===== src/rtl/rtc_irq_pkg.sv =====
package rtc_irq_pkg;
  localparam int unsigned REG_W     = 8;
  localparam int unsigned SEL_W     = 2;
  localparam int unsigned NUM_FLAGS = 3;
  localparam int unsigned FLAG_LSB  = 4;
  localparam int unsigned SUM_BIT   = 7;

  localparam logic [SEL_W-1:0] SEL_RATE = 2'd0;
  localparam logic [SEL_W-1:0] SEL_CTRL = 2'd1;
  localparam logic [SEL_W-1:0] SEL_STAT = 2'd2;

  // flag vector order: index 0 update, 1 alarm, 2 periodic
  typedef enum int unsigned {
    FLG_UPD = 0,
    FLG_ALM = 1,
    FLG_PER = 2
  } flag_idx_e;
endpackage


===== src/rtl/rtc_rate_div.sv =====
module rtc_rate_div #(
  parameter int unsigned RATE_W = 4
) (
  input  logic              clk,
  input  logic              rst_n,
  input  logic              ref_tick,
  input  logic [RATE_W-1:0] rate_code,
  output logic              per_evt
);
  localparam int unsigned DIV_W = (1 << RATE_W) - 2;

  logic [DIV_W-1:0] cnt_q, cnt_d, mask;

  always_comb begin
    cnt_d = cnt_q;
    if (ref_tick) cnt_d = cnt_q + 1'b1;
  end

  always_ff @(posedge clk or negedge rst_n) begin
    if (!rst_n) cnt_q <= '0;
    else        cnt_q <= cnt_d;
  end

  // code n needs n-1 low counter bits all ones
  always_comb begin
    mask = '0;
    for (int i = 0; i < DIV_W; i++) begin
      if (i + 1 < int'(rate_code)) mask[i] = 1'b1;
    end
  end

  always_comb begin
    per_evt = ref_tick && (rate_code != '0) && ((cnt_q & mask) == mask);
  end

  // fastest code fires on every reference tick
  assert_every_tick_R2: assert property (@(posedge clk) disable iff (!rst_n)
    (ref_tick && rate_code == RATE_W'(1)) |-> per_evt);
endmodule


===== src/rtl/rtc_flag_bank.sv =====
module rtc_flag_bank #(
  parameter int unsigned NF = 3
) (
  input  logic          clk,
  input  logic          rst_n,
  input  logic [NF-1:0] evt,
  input  logic          clr,
  input  logic [NF-1:0] en,
  output logic [NF-1:0] flags,
  output logic          summary
);
  logic [NF-1:0] flag_q, flag_d;

  for (genvar g = 0; g < NF; g++) begin : g_flag
    always_comb begin
      flag_d[g] = flag_q[g];
      if (clr)    flag_d[g] = 1'b0;
      if (evt[g]) flag_d[g] = 1'b1;
    end

    always_ff @(posedge clk or negedge rst_n) begin
      if (!rst_n) flag_q[g] <= 1'b0;
      else        flag_q[g] <= flag_d[g];
    end

    // an event always leaves its flag set
    assert_evt_sets_R4: assert property (@(posedge clk) disable iff (!rst_n)
      evt[g] |=> flag_q[g]);

    // a read with no event clears the flag
    assert_read_clears_R6: assert property (@(posedge clk) disable iff (!rst_n)
      (clr && !evt[g]) |=> !flag_q[g]);
  end

  always_comb begin
    flags   = flag_q;
    summary = |(flag_q & en);
  end
endmodule


===== src/rtl/rtc_host_regs.sv =====
module rtc_host_regs
  import rtc_irq_pkg::*;
#(
  parameter int unsigned RATE_W     = 4,
  parameter int unsigned RATE_RESET = 6
) (
  input  logic                 clk,
  input  logic                 rst_n,
  input  logic [SEL_W-1:0]     reg_sel,
  input  logic                 reg_wr,
  input  logic                 reg_rd,
  input  logic [REG_W-1:0]     reg_wdata,
  input  logic [NUM_FLAGS-1:0] flags,
  input  logic                 summary,
  output logic [REG_W-1:0]     reg_rdata,
  output logic [NUM_FLAGS-1:0] ctrl_en,
  output logic [RATE_W-1:0]    rate_q,
  output logic                 stat_rd
);
  logic [REG_W-1:0]  ctrl_q, ctrl_d;
  logic [RATE_W-1:0] rate_d;
  logic              ctrl_we, rate_we;

  always_comb begin
    ctrl_we = reg_wr && (reg_sel == SEL_CTRL);
    rate_we = reg_wr && (reg_sel == SEL_RATE);
    ctrl_d  = ctrl_we ? reg_wdata : ctrl_q;
    rate_d  = rate_we ? reg_wdata[RATE_W-1:0] : rate_q;
  end

  always_ff @(posedge clk or negedge rst_n) begin
    if (!rst_n) begin
      ctrl_q <= '0;
      rate_q <= RATE_W'(RATE_RESET);
    end else begin
      ctrl_q <= ctrl_d;
      rate_q <= rate_d;
    end
  end

  always_comb begin
    stat_rd = reg_rd && (reg_sel == SEL_STAT);
    ctrl_en = ctrl_q[FLAG_LSB +: NUM_FLAGS];
    unique case (reg_sel)
      SEL_RATE: reg_rdata = REG_W'(rate_q);
      SEL_CTRL: reg_rdata = ctrl_q;
      SEL_STAT: begin
        reg_rdata = '0;
        reg_rdata[SUM_BIT] = summary;
        reg_rdata[FLAG_LSB +: NUM_FLAGS] = flags;
      end
      default:  reg_rdata = '0;
    endcase
  end

  // a write elsewhere leaves control unchanged
  assert_ctrl_hold_R8: assert property (@(posedge clk) disable iff (!rst_n)
    !(reg_wr && reg_sel == SEL_CTRL) |=> $stable(ctrl_q));
endmodule


===== src/rtl/rtc_irq_unit.sv =====
module rtc_irq_unit
  import rtc_irq_pkg::*;
#(
  parameter int unsigned RATE_W     = 4,
  parameter int unsigned RATE_RESET = 6
) (
  input  logic             clk,
  input  logic             rst_n,
  input  logic             ref_tick,
  input  logic             alarm_hit,
  input  logic             update_done,
  input  logic [SEL_W-1:0] reg_sel,
  input  logic             reg_wr,
  input  logic             reg_rd,
  input  logic [REG_W-1:0] reg_wdata,
  output logic [REG_W-1:0] reg_rdata,
  output logic             irq
);
  logic                 rst_s1_q, rst_s2_q, rst_int_n;
  logic                 per_evt, stat_rd, summary;
  logic [RATE_W-1:0]    rate_q;
  logic [NUM_FLAGS-1:0] evt, flags, ctrl_en;

  // asynchronous assert, synchronous release
  always_ff @(posedge clk or negedge rst_n) begin
    if (!rst_n) begin
      rst_s1_q <= 1'b0;
      rst_s2_q <= 1'b0;
    end else begin
      rst_s1_q <= 1'b1;
      rst_s2_q <= rst_s1_q;
    end
  end
  assign rst_int_n = rst_s2_q;

  rtc_rate_div #(.RATE_W(RATE_W)) u_div (
    .clk(clk), .rst_n(rst_int_n), .ref_tick(ref_tick),
    .rate_code(rate_q), .per_evt(per_evt)
  );

  always_comb begin
    evt = '0;
    evt[FLG_PER] = per_evt;
    evt[FLG_ALM] = alarm_hit;
    evt[FLG_UPD] = update_done;
  end

  rtc_flag_bank #(.NF(NUM_FLAGS)) u_flags (
    .clk(clk), .rst_n(rst_int_n), .evt(evt), .clr(stat_rd),
    .en(ctrl_en), .flags(flags), .summary(summary)
  );

  rtc_host_regs #(.RATE_W(RATE_W), .RATE_RESET(RATE_RESET)) u_regs (
    .clk(clk), .rst_n(rst_int_n), .reg_sel(reg_sel), .reg_wr(reg_wr),
    .reg_rd(reg_rd), .reg_wdata(reg_wdata), .flags(flags),
    .summary(summary), .reg_rdata(reg_rdata), .ctrl_en(ctrl_en),
    .rate_q(rate_q), .stat_rd(stat_rd)
  );

  assign irq = summary;

  // code zero silences the divider
  assert_off_silent_R3: assert property (@(posedge clk) disable iff (!rst_int_n)
    (rate_q == '0) |-> !per_evt);

  // no interrupt without an enable
  assert_irq_needs_en_R5: assert property (@(posedge clk) disable iff (!rst_int_n)
    irq |-> (ctrl_en != '0));

  // a quiet status read drops the interrupt
  assert_read_drops_irq_R6: assert property (@(posedge clk) disable iff (!rst_int_n)
    (stat_rd && evt == '0) |=> !irq);
endmodule


===== config.mk =====
export PLATFORM = sky130hd
export DESIGN_NAME = rtc_irq_unit
export DESIGN_NICKNAME = d
export VERILOG_FILES = /design/src/rtl/rtc_irq_pkg.sv /design/src/rtl/rtc_rate_div.sv /design/src/rtl/rtc_flag_bank.sv /design/src/rtl/rtc_host_regs.sv /design/src/rtl/rtc_irq_unit.sv
export SDC_FILE = /design/constraint.sdc
export NUM_CORES = 1
export LEC_CHECK = 0
export ABC_AREA = 1
export BUFFER_PORTS_ARGS = -buffer_cell sky130_fd_sc_hd__buf_2
export CORE_MARGIN = 8
export CORE_UTILIZATION = 30
export CTS_CLUSTER_DIAMETER = 50
export DETAILED_ROUTE_END_ITERATION = 8
export PLACE_DENSITY = 0.48
export SLEW_MARGIN = 15
export SYNTH_ARGS = -nofsm -noshare
export SYNTH_HDL_FRONTEND = slang
export SYNTH_SLANG_ARGS = --single-unit

===== constraint.sdc =====
create_clock -name clk -period 1.9 [get_ports clk]
set_input_delay 0.38 -clock clk [delete_from_list [all_inputs] [get_ports clk]]
set_output_delay 0.38 -clock clk [all_outputs]
set_load 0.005 [all_outputs]

==> results of run 1 <==
[critical path, stage by stage, from the launching register on]
cell	delay (ns)
dfstp_2	0.59
inv_1	0.10
o21ai_0	0.16
buf_2	0.14
[power by group through the flow]
stage / Combinational (mW) / Sequential [mW] / Clock, mW
finish: 0.464 / 0.940 / 0.665
global route: 0.547 / 0.964 / 0.718
CTS: 0.475 / 0.940 / 0.688
detailed placement: 0.467 / 0.951 / 0
global placement: 0.460 / 0.949 / 0
floorplan: 0.349 / 0.922 / 0
[how the worst min path moves through the flow]
stage,start,endpoint,depth (start not counted)
finish,rst_int_n,u_regs.ctrl_q[1],1
global route,rst_int_n,u_regs.ctrl_q[1],1
global placement,rst_n,rst_int_n,1
CTS,rst_int_n,u_regs.ctrl_q[0],1
detailed placement,rst_n,rst_int_n,1
floorplan,rst_n,rst_int_n,0
[flip-flops by register name, summed over array words and instances, names as in the netlist]
signal,count
u_div.cnt_q,14
u_regs.rate_q,4
rst_s1_q,1
u_flags.flags,3
rst_int_n,1
u_regs.ctrl_q,8
[routing by layer]
layer	up-vias	part of all wire (%)	wire length (microns)	GRT usage, %
li1	661	-	-	-
met1	568	48	1580	11.1
met2	15	47	1570	14.6
met3	2	3.4	111	2.51
met4	0	1.2	40	4.15
met5	-	0	0	0
[cells in the final DEF (no fill, tap or decap), types with 2 or more instances in the layout]
cell type and n:
o21ai_1 4, a21oi_1 4, xor2_1 12, nor2_1 12, nand2_1 50, nor3_2 2, clkbuf_8 6, nand3_1 9
nor2_4 2, dfstp_2 2, o21bai_1 2, buf_4 2, buf_2 25, mux2_2 2, dfrtp_1 29, inv_1 33
inv_2 4, o22ai_1 2, o21ai_0 11, nor3_1 3
[cell type report]
class                           count  area [sq um]  share of cell area (%)
Tap cell                           70          87.6                    4.53
Clock inverter                      2          35.0                    1.81
Multi-Input combinational cell    124           662                    34.2
Clock buffer                        6          82.6                    4.27
Sequential cell                    31           778                    40.2
Inverter                           37           139                    7.18
Timing Repair Buffer               28           150                    7.76
[cells by family (layout without fill, tap and decap cells)]
group	count (synthesis)	count (layout)
AO/OA/AOI/OAI	26	26
XOR/XNOR	12	12
adder cells (fa/ha/maj)	1	1
buffers and inverters	38	73
flip-flops	31	31
multiplexers	2	2
other	1	1
AND/OR/NAND/NOR	82	82
[metrics by stage]
stage,std cells,area (sq um)
3_5_place_dp,289,1810
2_1_floorplan,193,1580
5_1_grt,298,1930
6_report,298,1930
3_3_place_gp,289,1810
4_1_cts,298,1930
==> impl_metrics.tcl, run 1 <==
set metrics [dict create \
    num_vias 1246 \
    synth_adder_area_share_pct 0.791 \
    synth_xor_area_share_pct 6.64 \
    max_freq_mhz 612 \
    finalHoldWorstSlack_ns 0.249 \
    synth_ff_type "dfrtp_1" \
    skew_ns 0.00632 \
    numCtsBuffers 5 \
    post-place-ws_ns 0.391 \
    grt.overflow.total 0 \
    synth_most_common_cell "nand2_1" \
    die_h_microns 88.6 \
    cts_tree "yes" \
    status "complete, no violations" \
    hpwl_microns 2500 \
    pwr-share-clk_pct 32.1 \
    internal_power_mw 1.42 \
    fp.coreArea_sq_um 5110 \
    maxCapViolCount 0 \
    ir_drop_mv 0.499 \
    grt_use_total_pct 9.14 \
    avgSynthCellArea_sq_um 8.20 \
    final-hold-violation-count 0 \
    p_comb_share_pct 22.4 \
    wire_per_inst_microns 11.1 \
    fillers 577 \
    period_share_pct 86.0 \
    worstSetupEndpoint "reg_rdata[1]" \
    setup_tns_ns 0 \
    clk_path_buf_depth 2 \
    syn_area_sq_um 1580 \
    synth_top_family_by_area "simple AND/OR/NAND/NOR gates" \
    crit_type "reg -> out" \
    post_cts_buffers 0 \
    grt_max_degree 30 \
    arrival_ns 1.25 \
    ff2ff_path_depth 6 \
    cts-hold-fix-buffers 1 \
    total_power_mw 2.07 \
    grt_pass1_vias 1222 \
    antenna_found_initial 0 \
    yosys-top-cells-area "dfrtp_1 (46%), nand2_1 (12%), inv_1 (7.8%), xor2_1 (6.6%), o21ai_0 (3.5%)" \
    startpoint_type "flip-flop" \
    crit_path_max_fanout 7 \
    ioPinCount 26 \
    clkTransAtPathRegs_ns 0.07 \
    p_sw_share_pct 31.2 \
    portBuffers 25 \
    htree_levels 2 \
    die_area_sq_um 7860 \
    p_leak_nw 1.02 \
    rr_endpoint "u_div.cnt_q[10]" \
    rsz0062_at_grt "no" \
    viasPerCell 4.18 \
    synth_top_cell_area_share_pct 45.8 \
    dr.pass1.iters 4 \
    power_switching_mw 0.645 \
    syn_inst 193 \
    synth-edff-count 0 \
    ys_seq_area_share_pct 49.2 \
    gp_congestion 0.765 \
    die_w_microns 88.6 \
    hold_class "reg -> async" \
    grt_first_pass_wirelength_microns 5620 \
    setup_viol 0 \
    finalCriticalPeriod_ns 1.63 \
    drive_above_1_share_pct 21.9 \
    r2r_slack_ns 0.51 \
    start_util_pct 31.0 \
    synth_compound_area_share_pct 9.33 \
    synthMuxAreaShare_pct 1.42 \
    crit_required_ns 1.52 \
    worstSkewPairLatency_ns 0.27 \
    synth_seq_cells 31 \
    fp-row-count 26 \
    crit_start "u_regs.rate_q[1]" \
    synthTopCellsByCount "nand2_1 (50), inv_1 (33), dfrtp_1 (29)" \
    diodes 0 \
    nets 245 \
    area.growth.synth_to_final_pct 22.2 \
    synth.distinct_cells 27 \
    totalWireLength_microns 3300 \
    p_per_area_nw_per_um2 1070 \
    cp-end-kind "primary output" \
    p_seq_share_pct 45.5 \
    yosys.area.top_type "dfrtp_1" \
    setup_slack_ns 0.266 \
    drv_slew 0 \
    regToRegStartpoint "u_div.cnt_q[0]" \
    cts_root_buf "clkbuf_8" \
    final_util_pct 37.9 \
    cts_resized 0 \
    synthesis.nets 211 \
    drtIter0Drc 33 \
    yosysWarnings 0 \
    yosys.area_share.simple_pct 23.4 \
    async_reset_ff_share_pct 100 \
    postRouteAntennaNets 0 \
    cts_sinks 31 \
    drc 0 \
]
Power figures use the tool's default switching activity.
==> run 2: changes to the inputs <==
MAX_ROUTING_LAYER = met4   (was not set)
==> run 2 against run 1 <==
Effect of this change: sequential cell count is the same; die area did not move; global-route usage grew 0.26 points; count of clock-buffer cells in the layout is the same; largest cell class unchanged; worst hold slack stayed put; combinational power about the same; critical path type unchanged; setup slack barely moved; first-iteration DRC count stayed put; critical path depth unchanged.
==> impl_metrics.tcl, run 2 (synthesized netlist as in run 1, its figures left out) <==
set metrics [dict create \
    post-place-ws_ns 0.391 \
    cts_resized 0 \
    dr.pass1.iters 4 \
    die_h_microns 88.6 \
    final-hold-violation-count 0 \
    portBuffers 25 \
    wire_per_inst_microns 11.1 \
    regToRegStartpoint "u_div.cnt_q[0]" \
    clkTransAtPathRegs_ns 0.07 \
    critical-path-top-delay-family "flip-flops" \
    cp-end-kind "primary output" \
    nets 245 \
    clk_path_buf_depth 2 \
    antenna_found_initial 0 \
    multiInputGateArea_sq_um 662 \
    setup_tns_ns 0 \
    p_leak_nw 1.02 \
    p_per_area_nw_per_um2 1070 \
    fp.coreArea_sq_um 5110 \
    crit_path_max_fanout 7 \
    diodes 0 \
    crit_required_ns 1.52 \
    status "complete, no violations" \
    htree_levels 2 \
    grt.overflow.total 0 \
    rr_endpoint "u_div.cnt_q[10]" \
    final_common_cell "nand2_1" \
    hpwl_microns 2500 \
    cts_sinks 31 \
    fillers 577 \
    setup_slack_ns 0.266 \
    area.growth.synth_to_final_pct 22.2 \
    setup_viol 0 \
    grt_pass1_vias 1223 \
    viasPerCell 4.18 \
    finalCriticalPeriod_ns 1.63 \
    worst_path_max_delay_cell "dfstp_2" \
    startpoint_type "flip-flop" \
    die_w_microns 88.6 \
    ioPinCount 26 \
    grt_first_pass_wirelength_microns 5620 \
    worstSetupEndpoint "reg_rdata[1]" \
    cts_root_buf "clkbuf_8" \
    gp_congestion 0.775 \
    crit_path_max_incr_delay_ns 0.59 \
    die_area_sq_um 7860 \
    grt_use_total_pct 9.40 \
    total_power_mw 2.07 \
    arrival_ns 1.25 \
    crit_type "reg -> out" \
    crit_start "u_regs.rate_q[1]" \
    top_regs "u_div.cnt_q (14), u_regs.ctrl_q (8), u_regs.rate_q (4)" \
    num_vias 1246 \
    max_freq_mhz 612 \
    totalWireLength_microns 3300 \
    fp-row-count 26 \
    cp_cell_sequence "inv_1 -> o21ai_0 -> buf_2" \
    postRouteAntennaNets 0 \
    largest_reg_flops 14 \
    numCtsBuffers 5 \
    drtIter0Drc 33 \
    period_share_pct 86.0 \
    maxCapViolCount 0 \
    drc 0 \
    drv_slew 0 \
    grt_max_degree 30 \
    ff2ff_path_depth 6 \
    regMostFlops "u_div.cnt_q" \
    finalHoldWorstSlack_ns 0.249 \
    crit_buf_inv 2 \
    r2r_slack_ns 0.51 \
    cts_tree "yes" \
    rsz0062_at_grt "no" \
    worstSkewPairLatency_ns 0.27 \
    register_area_sq_um 778 \
    final_cell_mix "nand2_1 (50), inv_1 (33), dfrtp_1 (29)" \
    ir_drop_mv 0.499 \
    drive_above_1_share_pct 21.9 \
    skew_ns 0.00631 \
    start_util_pct 31.0 \
    hold_class "reg -> async" \
    cp.depth 3 \
]
==> run 2: worst min-delay path by stage <==
stage / cells after the start / from / to / slack, ns
2_1_floorplan: 0 / rst_n / rst_int_n / 0.08
3_3_place_gp: 1 / rst_n / rst_int_n / 0.17
3_5_place_dp: 1 / rst_n / rst_int_n / 0.17
4_1_cts: 1 / rst_int_n / u_regs.ctrl_q[0] / 0.27
5_1_grt: 1 / rst_int_n / u_regs.ctrl_q[1] / 0.29
6_report: 1 / rst_int_n / u_regs.ctrl_q[1] / 0.25
==> run 2: worst register-to-register path, cell delays in order (launching register included) <==
cell and delay [ns]:
dfrtp_1 0.41, ha_1 0.19, nand3_1 0.11, nor2_2 0.16, nand2_1 0.14, nor3_2 0.15, xor2_1 0.17
==> run 2: area by class of cell <==
| cell class | instances | share of cell area [%] |
|---|---|---|
| clock buffers | 6 | 4.27 |
| clock inverters | 2 | 1.81 |
| inverters | 37 | 7.18 |
| multi-input cells | 124 | 34.2 |
| flip-flops and latches | 31 | 40.2 |
| well taps | 70 | 4.53 |
| repair buffers | 28 | 7.76 |
==> run 2: what timing repair did <==
item / CTS / global route
hold endpoints to repair: 2 / 0
hold buffers: 1 / 0
buffers inserted: 0 / 0
setup endpoints to repair: 0 / 0
==> run 2: where the power goes <==
part / switching, mW / leakage, nW / internal [mW]
logic: 0.271 / 0.596 / 0.193
clock network: 0.241 / 0.0612 / 0.424
registers: 0.134 / 0.367 / 0.806
total: 0.645 / 1.02 / 1.42
==> run 2: metal layers <==
layer,GRT usage (%),vias to the layer above,part of all wire [%]
met5,-,-,0
met3,2.23,2,2.6
met4,4.15,0,1.2
li1,-,661,-
met1,11.3,568,49
met2,14.6,15,47
==> run 2: per-stage QoR <==
step           std cells  instance area, sq um  utilization [%]
3_5_place_dp         289                  1810             35.4
4_1_cts              298                  1930             37.9
6_report             298                  1930             37.9
5_1_grt              298                  1930             37.9
3_3_place_gp         289                  1810             35.4
2_1_floorplan        193                  1580                -
